File: config.mk
export PLATFORM = sky130hd
export DESIGN_NAME = vid_extent_meter
export DESIGN_NICKNAME = d
export VERILOG_FILES = /design/src/rtl/vem_pkg.sv /design/src/rtl/vem_sync.sv /design/src/rtl/vem_lead.sv /design/src/rtl/vem_horiz.sv /design/src/rtl/vem_vert.sv /design/src/rtl/vid_extent_meter.sv
export SDC_FILE = /design/constraint.sdc
export NUM_CORES = 1
export LEC_CHECK = 0
export BUFFER_PORTS_ARGS = -buffer_cell sky130_fd_sc_hd__buf_2
export CAP_MARGIN = 40
export CORE_MARGIN = 5
export CORE_UTILIZATION = 32
export DETAILED_ROUTE_END_ITERATION = 10
export GPL_ROUTABILITY_DRIVEN = 0
export PLACE_DENSITY = 0.51
export SLEW_MARGIN = 5
export SYNTH_ARGS = -nofsm -noshare
export SYNTH_HDL_FRONTEND = slang
export SYNTH_SLANG_ARGS = --single-unit
File: constraint.sdc
create_clock -name clk_i -period 3.5 [get_ports clk_i]
set_clock_uncertainty 0.2 [all_clocks]
set_input_delay 0.525 -clock clk_i [delete_from_list [all_inputs] [get_ports clk_i]]
set_output_delay 0.525 -clock clk_i [all_outputs]
set_load 0.1 [all_outputs]
File: src/rtl/vem_pkg.sv
package vem_pkg;
  typedef enum logic [1:0] {
    ST_IDLE,
    ST_ARMED,
    ST_RUN,
    ST_DONE
  } vem_state_e;

  localparam int unsigned NUM_BYTES = 10;
endpackage

File: src/rtl/vem_sync.sv
// Two-flop synchronizer with per-bit polarity normalisation (1 = active).
module vem_sync #(
  parameter int unsigned W = 5
) (
  input  logic         clk_i,
  input  logic         rst_ni,
  input  logic [W-1:0] raw_i,
  input  logic [W-1:0] pol_i,
  output logic [W-1:0] act_o
);
  logic [W-1:0] s1_q, s2_q;

  always_ff @(posedge clk_i or negedge rst_ni) begin
    if (!rst_ni) begin
      s1_q <= '0;
      s2_q <= '0;
    end else begin
      s1_q <= raw_i;
      s2_q <= s1_q;
    end
  end

  assign act_o = ~(s2_q ^ pol_i);
endmodule

File: src/rtl/vem_lead.sv
// Leading-edge detector on normalised levels.
module vem_lead #(
  parameter int unsigned W = 2
) (
  input  logic         clk_i,
  input  logic         rst_ni,
  input  logic [W-1:0] act_i,
  output logic [W-1:0] lead_o
);
  logic [W-1:0] prev_q;

  always_ff @(posedge clk_i or negedge rst_ni) begin
    if (!rst_ni) prev_q <= '0;
    else         prev_q <= act_i;
  end

  assign lead_o = act_i & ~prev_q;

  for (genvar i = 0; i < W; i++) begin : g_chk

    lead_pulse_chk: assert property (@(posedge clk_i) disable iff (!rst_ni)
      lead_o[i] |=> !lead_o[i]);
  end
endmodule

File: src/rtl/vem_horiz.sv
// Pixel position counter and per-frame min start / max end.
module vem_horiz #(
  parameter int unsigned PIX_W = 10
) (
  input  logic             clk_i,
  input  logic             rst_ni,
  input  logic             hs_lead_i,
  input  logic             vid_i,
  input  logic             meas_i,
  input  logic             clear_i,
  output logic [PIX_W-1:0] start_o,
  output logic [PIX_W-1:0] end_o
);
  localparam logic [PIX_W-1:0] PIX_MAX = '1;
  localparam logic [PIX_W-1:0] PIX_ONE = PIX_W'(1);

  logic [PIX_W-1:0] pix_q, pos;
  logic [PIX_W-1:0] start_q, end_q;

  always_comb begin
    if (hs_lead_i)             pos = '0;
    else if (pix_q == PIX_MAX) pos = PIX_MAX;
    else                       pos = pix_q + PIX_ONE;
  end

  always_ff @(posedge clk_i or negedge rst_ni) begin
    if (!rst_ni) pix_q <= '0;
    else         pix_q <= pos;
  end

  always_ff @(posedge clk_i or negedge rst_ni) begin
    if (!rst_ni) begin
      start_q <= PIX_MAX;
      end_q   <= '0;
    end else if (clear_i) begin
      start_q <= PIX_MAX;
      end_q   <= '0;
    end else if (meas_i && vid_i) begin
      if (pos < start_q) start_q <= pos;
      if (pos > end_q)   end_q   <= pos;
    end
  end

  assign start_o = start_q;
  assign end_o   = end_q;


  pix_sat_chk: assert property (@(posedge clk_i) disable iff (!rst_ni)
    (pix_q == PIX_MAX && !hs_lead_i) |=> pix_q == PIX_MAX);
endmodule

File: src/rtl/vem_vert.sv
// Line index counter, first/last active line, total lines and overflow.
module vem_vert #(
  parameter int unsigned LINE_W = 11
) (
  input  logic              clk_i,
  input  logic              rst_ni,
  input  logic              hs_lead_i,
  input  logic              vs_lead_i,
  input  logic              vid_i,
  input  logic              meas_i,
  input  logic              close_i,
  input  logic              clear_i,
  output logic [LINE_W-1:0] first_o,
  output logic [LINE_W-1:0] last_o,
  output logic [LINE_W-1:0] total_o,
  output logic              ovf_o
);
  localparam logic [LINE_W-1:0] LN_MAX = '1;
  localparam logic [LINE_W-1:0] LN_ONE = LINE_W'(1);

  logic [LINE_W-1:0] ln_q, ln_inc, ln_pos;
  logic [LINE_W-1:0] first_q, last_q, total_q;
  logic              ovf_q, inc_at_max;

  assign ln_inc = (ln_q == LN_MAX) ? LN_MAX : ln_q + LN_ONE;

  always_comb begin
    if (vs_lead_i)      ln_pos = '0;
    else if (hs_lead_i) ln_pos = ln_inc;
    else                ln_pos = ln_q;
  end

  always_ff @(posedge clk_i or negedge rst_ni) begin
    if (!rst_ni) ln_q <= '0;
    else         ln_q <= ln_pos;
  end

  assign inc_at_max = hs_lead_i && (ln_q == LN_MAX) &&
                      (close_i || (meas_i && !vs_lead_i));

  always_ff @(posedge clk_i or negedge rst_ni) begin
    if (!rst_ni) begin
      first_q <= LN_MAX;
      last_q  <= '0;
      total_q <= '0;
      ovf_q   <= 1'b0;
    end else if (clear_i) begin
      first_q <= LN_MAX;
      last_q  <= '0;
      total_q <= '0;
      ovf_q   <= 1'b0;
    end else begin
      if (meas_i && vid_i) begin
        if (ln_pos < first_q) first_q <= ln_pos;
        if (ln_pos > last_q)  last_q  <= ln_pos;
      end
      if (close_i) total_q <= hs_lead_i ? ln_inc : ln_q;
      if (inc_at_max) ovf_q <= 1'b1;
    end
  end

  assign first_o = first_q;
  assign last_o  = last_q;
  assign total_o = total_q;
  assign ovf_o   = ovf_q;


  ln_sat_chk: assert property (@(posedge clk_i) disable iff (!rst_ni)
    (hs_lead_i && !vs_lead_i && ln_q == LN_MAX) |=> ln_q == LN_MAX);

  ovf_sticky_chk: assert property (@(posedge clk_i) disable iff (!rst_ni)
    (ovf_q && !clear_i) |=> ovf_q);
endmodule

File: src/rtl/vid_extent_meter.sv
module vid_extent_meter
  import vem_pkg::*;
#(
  parameter int unsigned PIX_W  = 10,
  parameter int unsigned LINE_W = 11,
  parameter int unsigned IDX_W  = 4
) (
  input  logic             clk_i,
  input  logic             rst_ni,
  input  logic             hsync_i,
  input  logic             vsync_i,
  input  logic [2:0]       vid_i,
  input  logic             hs_pol_i,
  input  logic             vs_pol_i,
  input  logic [2:0]       vid_pol_i,
  input  logic             meas_en_i,
  input  logic [IDX_W-1:0] rd_idx_i,
  output logic [7:0]       rd_data_o,
  output logic             done_o
);
  localparam logic [PIX_W-1:0]  PIX_MAX = '1;
  localparam logic [LINE_W-1:0] LN_MAX  = '1;
  localparam int unsigned RES_W = 2 * PIX_W + 3 * LINE_W + 1;

  logic [4:0] act;
  logic [1:0] lead;
  logic       hs_lead, vs_lead, vid_any;
  logic       en_q, arm, meas, close;
  vem_state_e state_q, state_d;

  logic [PIX_W-1:0]  hstart, hend;
  logic [LINE_W-1:0] vfirst, vlast, total;
  logic              ovf;
  logic [RES_W-1:0]  res;

  vem_sync #(.W(5)) u_sync (
    .clk_i  (clk_i),
    .rst_ni (rst_ni),
    .raw_i  ({vsync_i, hsync_i, vid_i}),
    .pol_i  ({vs_pol_i, hs_pol_i, vid_pol_i}),
    .act_o  (act)
  );

  vem_lead #(.W(2)) u_lead (
    .clk_i  (clk_i),
    .rst_ni (rst_ni),
    .act_i  (act[4:3]),
    .lead_o (lead)
  );

  assign hs_lead = lead[0];
  assign vs_lead = lead[1];
  assign vid_any = |act[2:0];

  always_ff @(posedge clk_i or negedge rst_ni) begin
    if (!rst_ni) en_q <= 1'b0;
    else         en_q <= meas_en_i;
  end
  assign arm = meas_en_i & ~en_q;

  always_comb begin
    state_d = state_q;
    if (arm) state_d = ST_ARMED;
    else begin
      case (state_q)
        ST_ARMED: if (vs_lead) state_d = ST_RUN;
        ST_RUN:   if (vs_lead) state_d = ST_DONE;
        default:  state_d = state_q;
      endcase
    end
  end

  always_ff @(posedge clk_i or negedge rst_ni) begin
    if (!rst_ni) state_q <= ST_IDLE;
    else         state_q <= state_d;
  end

  assign meas  = (state_q == ST_ARMED && vs_lead) || (state_q == ST_RUN && !vs_lead);
  assign close = (state_q == ST_RUN) && vs_lead;
  assign done_o = (state_q == ST_DONE);

  vem_horiz #(.PIX_W(PIX_W)) u_horiz (
    .clk_i     (clk_i),
    .rst_ni    (rst_ni),
    .hs_lead_i (hs_lead),
    .vid_i     (vid_any),
    .meas_i    (meas),
    .clear_i   (arm),
    .start_o   (hstart),
    .end_o     (hend)
  );

  vem_vert #(.LINE_W(LINE_W)) u_vert (
    .clk_i     (clk_i),
    .rst_ni    (rst_ni),
    .hs_lead_i (hs_lead),
    .vs_lead_i (vs_lead),
    .vid_i     (vid_any),
    .meas_i    (meas),
    .close_i   (close),
    .clear_i   (arm),
    .first_o   (vfirst),
    .last_o    (vlast),
    .total_o   (total),
    .ovf_o     (ovf)
  );

  logic [15:0] hs16, he16, vf16, vl16, tt16;
  assign hs16 = 16'(hstart);
  assign he16 = 16'(hend);
  assign vf16 = 16'(vfirst);
  assign vl16 = 16'(vlast);
  assign tt16 = 16'(total);

  always_comb begin
    case (rd_idx_i)
      IDX_W'(0): rd_data_o = hs16[15:8];
      IDX_W'(1): rd_data_o = hs16[7:0];
      IDX_W'(2): rd_data_o = he16[15:8];
      IDX_W'(3): rd_data_o = he16[7:0];
      IDX_W'(4): rd_data_o = vf16[15:8];
      IDX_W'(5): rd_data_o = vf16[7:0];
      IDX_W'(6): rd_data_o = vl16[15:8];
      IDX_W'(7): rd_data_o = vl16[7:0];
      IDX_W'(8): rd_data_o = {tt16[15:12], tt16[11] | ovf, tt16[10:8]};
      IDX_W'(9): rd_data_o = tt16[7:0];
      default:   rd_data_o = 8'h00;
    endcase
  end

  assign res = {hstart, hend, vfirst, vlast, total, ovf};


  arm_preset_chk: assert property (@(posedge clk_i) disable iff (!rst_ni)
    arm |=> (state_q == ST_ARMED) && !done_o && hend == '0 && vlast == '0 && !ovf);

  hold_stable_chk: assert property (@(posedge clk_i) disable iff (!rst_ni)
    (state_q == ST_DONE && !arm) |=> $stable(res));

  start_mono_chk: assert property (@(posedge clk_i) disable iff (!rst_ni)
    (state_q == ST_RUN && !arm) |=> hstart <= $past(hstart));

  vorder_chk: assert property (@(posedge clk_i) disable iff (!rst_ni)
    (done_o && vfirst != LN_MAX) |-> vfirst <= vlast);

  horder_chk: assert property (@(posedge clk_i) disable iff (!rst_ni)
    (done_o && hend != '0) |-> hstart <= hend || hstart == PIX_MAX);

  ovf_total_chk: assert property (@(posedge clk_i) disable iff (!rst_ni)
    (done_o && ovf) |-> total == LN_MAX);
endmodule

==> impl_metrics.yaml <==
power_and_ir_drop:
  powerDensity_mw_per_mm2: 558.1
  vdd_ir_drop_max_mv: 0.3499
  switching_power_mw: 1.291
  power_frac_clock_pct: 30.2
  total_power_mw: 3.752
  p_leak_nw: 3.079
  p_int_mw: 2.461
  switching_share_pct: 34.41
  power_frac_comb_pct: 32.2
  pwr-share-seq_pct: 37.5
clock_tree:
  cts.sink_count: 90
  cts_tree: "done"
  cts-root-buf: "clkbuf_16"
  clk_pin_slew_ns: 0.07
  insertion_delay_ns: 0.36
  cts_made_buffers: 9
  clockBufferDepth: 2
  htree_levels: 3
floorplanning:
  rows: 47
  fp.dieW_um: 139.1
  fp.dieArea_mm2: 0.01934
  coreArea_mm2: 0.01647
  die_h_um: 139.1
  ios: 26
  initial_core_util_pct: 32.38
sta:
  fin_crit_sh_pct: 94.05
  fmax_mhz: 303.8
  worstMarginPinSlew_ns: 0.6198
  setup_tns_ns: 0
  finalCriticalPeriod_ns: 3.292
  hold_viol_final: 0
  slew_violations: 0
  slew_headroom_pct: 58.50
  finalSetupViolations: 0
  rsz0062_at_grt: "yes"
worst_setup_path:
  worst_setup_path_end_kind: "flop"
  worstSetupPathType: "reg2reg"
  rrSetupSlack_ns: 0.21
  crit-reg2reg-launch: "u_vert.ln_q[0]"
  start_kind: "flop"
  cp.arrival_ns: 3.36
  crit_fanout: 5
  max_stage_delay_ns: 0.37
  critPathSlowestCell: "dfrtp_1"
  crit_required_ns: 3.57
  crit_path_cell_trace: "ha_1 -> nand2b_4 -> nor4_2 -> buf_4 -> mux2i_2 -> nor2_2 -> ha_1 -> a21oi_1 -> o21ai_0 -> a211oi_2 -> nand2_1 -> o21ai_0 -> nand3_1"
  regToRegEndpoint: "u_vert.first_o[7]"
  rr_worst_depth: 13
logic_synthesis:
  synth_edf_count: 0
  yosysSeqAreaShare_pct: 42.74
  synth_top_area_share_pct: 32.39
  yosysWarnings: 0
  synth-main-ff-cell: "dfrtp_1"
  synth.avg_cell_area_um2: 9.129
  yosysTopAreaCell: "dfrtp_1"
  synth_common_cells: "69 x dfrtp_1, 60 x nand3_1, 48 x inv_1, 48 x nand2_1, 42 x ha_1"
  ys_ff_latch: 90
  synth_most_common_cell: "dfrtp_1"
  synthesis.nets: 643
  synthCells: 584
  postSynth.asyncResetShare_pct: 100.0
  syn_area_mm2: 0.005331
  synth_cell_types: 58
  synthTopCellsByArea: "dfrtp_1 32%, dfstp_2 10%, ha_1 9.9%"
placement:
  numPortBuffers: 25
  hpwl_um: 12280
final_layout:
  diodes: 0
  drive_above_1_share_pct: 25.60
  final_net_count: 726
  fin_util_pct: 40.84
  area_growth_pct: 26.12
grt:
  antenna_found_initial: 1
  grt_util_all_layers_pct: 16.78
  grt_max_degree: 50
  grt_pass1_wl_um: 25730
  overflow: 0
  grt_pass1_vias: 4826
hold_path:
  holdPathEnd: "u_sync.s1_q[3]"
  worstHoldStart: "hsync_i"
  hold_depth: 1
  hold_class: "in2reg"
route:
  drt_wl_total_um: 15880
  drt-vias-per-instance: 5.359
  drtPass1Iterations: 5
  drc: 0
  drt_iter0_drc: 301
  wl_per_cell_um: 17.80
  vias: 4780
  postRouteAntennaNets: 0
run:
  maxCapViolCount: 0
run_status:
  status: "finished, final reports clean"
==> metrics by stage <==
step,hold slack [ns],std cells,instance area (µm²),setup WS [ns]
6_report,0.07492,892,6724,0.2081
5_1_grt,0.05267,892,6724,-0.01587
4_1_cts,0.06130,888,6604,0.03038
3_5_place_dp,0.1347,871,6240,-0.2891
3_3_place_gp,0.1322,871,6240,-0.1730
2_1_floorplan,0.02941,584,5363,0.1396
==> flip-flops by register name, indices dropped and copies added, names as in the netlist, 10 cells and up <==
register / cells
u_vert.ln_q: 11
u_horiz.start_o: 10
u_vert.last_o: 11
u_vert.first_o: 11
u_horiz.pix_q: 10
u_horiz.end_o: 10
u_vert.total_o: 11
==> cells in the final DEF (no fill, tap or decap), types with 3 or more instances in the layout <==
| cell | instances |
|---|---|
| inv_1 | 48 |
| mux2i_1 | 11 |
| a31oi_1 | 16 |
| nand4_1 | 12 |
| buf_4 | 73 |
| clkbuf_16 | 9 |
| o31ai_1 | 12 |
| o21ai_0 | 38 |
| a22oi_1 | 5 |
| bufinv_16 | 3 |
| nor3_1 | 16 |
| nand3_1 | 59 |
| and3_1 | 4 |
| buf_12 | 4 |
| o221ai_2 | 4 |
| a211oi_2 | 3 |
| inv_6 | 3 |
| o21ai_1 | 5 |
| buf_2 | 22 |
| nor2_1 | 20 |
| dfstp_2 | 21 |
| dfrtp_1 | 69 |
| nor2b_1 | 6 |
| ha_1 | 42 |
| a21oi_1 | 30 |
| and2_1 | 3 |
| xor2_1 | 6 |
| nor3_2 | 3 |
| nand3b_1 | 3 |
| a211oi_1 | 3 |
| a21o_1 | 6 |
| xnor2_1 | 6 |
| nand2_1 | 48 |
| nand2b_1 | 3 |
==> worst max-delay path: cells and delay by family, from the launching register on <==
kind / cells / cell delay [ns]
flops: 1 / 0.37
fa+ha+maj: 2 / 0.59
simple gates: 5 / 0.80
compound gates: 4 / 0.81
buf+inv: 1 / 0.17
mux: 1 / 0.25
==> per-layer routing <==
| metal | wire length [µm] | part of all wire, % | track usage (%) | vias to the layer above |
|---|---|---|---|---|
| met5 | 14 | 0.088 | 0 | - |
| met4 | 546 | 3.4 | 7.312 | 2 |
| met1 | 6998 | 44 | 21.60 | 2341 |
| met3 | 672 | 4.2 | 3.448 | 29 |
| met2 | 7648 | 48 | 27.38 | 114 |
| li1 | - | - | - | 2294 |
==> power by group through the flow <==
| stage | clock (mW) | sequential [mW] | combinational, mW |
|---|---|---|---|
| final | 1.14 | 1.41 | 1.21 |
| after global routing | 1.21 | 1.43 | 1.36 |
| after CTS | 1.16 | 1.41 | 1.18 |
| after detailed placement | 0 | 1.42 | 1.17 |
| after global placement | 0 | 1.42 | 1.15 |
| after floorplan | 0 | 1.37 | 0.791 |
==> logic make-up after synthesis <==
group	Yosys count	synth area share [%]
and+or+nand+nor	199	18.96
AOI/OAI and AO/OA	150	18.24
DFF	90	42.74
buffers and inverters	77	5.609
adders and majority gates	42	9.857
xor gates and xnor gates	13	2.136
muxes	13	2.464
==> timing repair <==
action | CTS | global route
gates resized for setup | 2 | 18
buffers inserted | 0 | 3
hold endpoints to repair | 16 | 0
endpoints found under the setup margin | 5 | 41
hold buffers | 1 | 0
gates cloned | 0 | 1
pin swaps | 0 | 2
==> how the worst max path moves through the flow <==
| stage | cells past startpoint | end | slack [ns] | from |
|---|---|---|---|---|
| after floorplan | 12 | u_horiz.start_o[9] | 0.14 | hs_pol_i |
| after global placement | 11 | u_vert.first_o[1] | -0.17 | hs_pol_i |
| after detailed placement | 11 | u_vert.first_o[9] | -0.29 | hs_pol_i |
| after CTS | 13 | u_vert.first_o[9] | 0.03 | u_sync.s2_q[3] |
| after global routing | 14 | u_horiz.start_o[5] | -0.02 | u_horiz.pix_q[1] |
| final | 13 | u_vert.first_o[7] | 0.21 | u_vert.ln_q[0] |
==> area by class of cell <==
type	count	area, µm²
well taps	220	275.3
clock buffers	9	225.2
repair buffers	100	748.2
fillers	1652	9742
multi-input cells	418	2895
inverters	48	180.2
clock inverters	7	121.4
flip-flops and latches	90	2278
(Power assumes the default switching activity.)
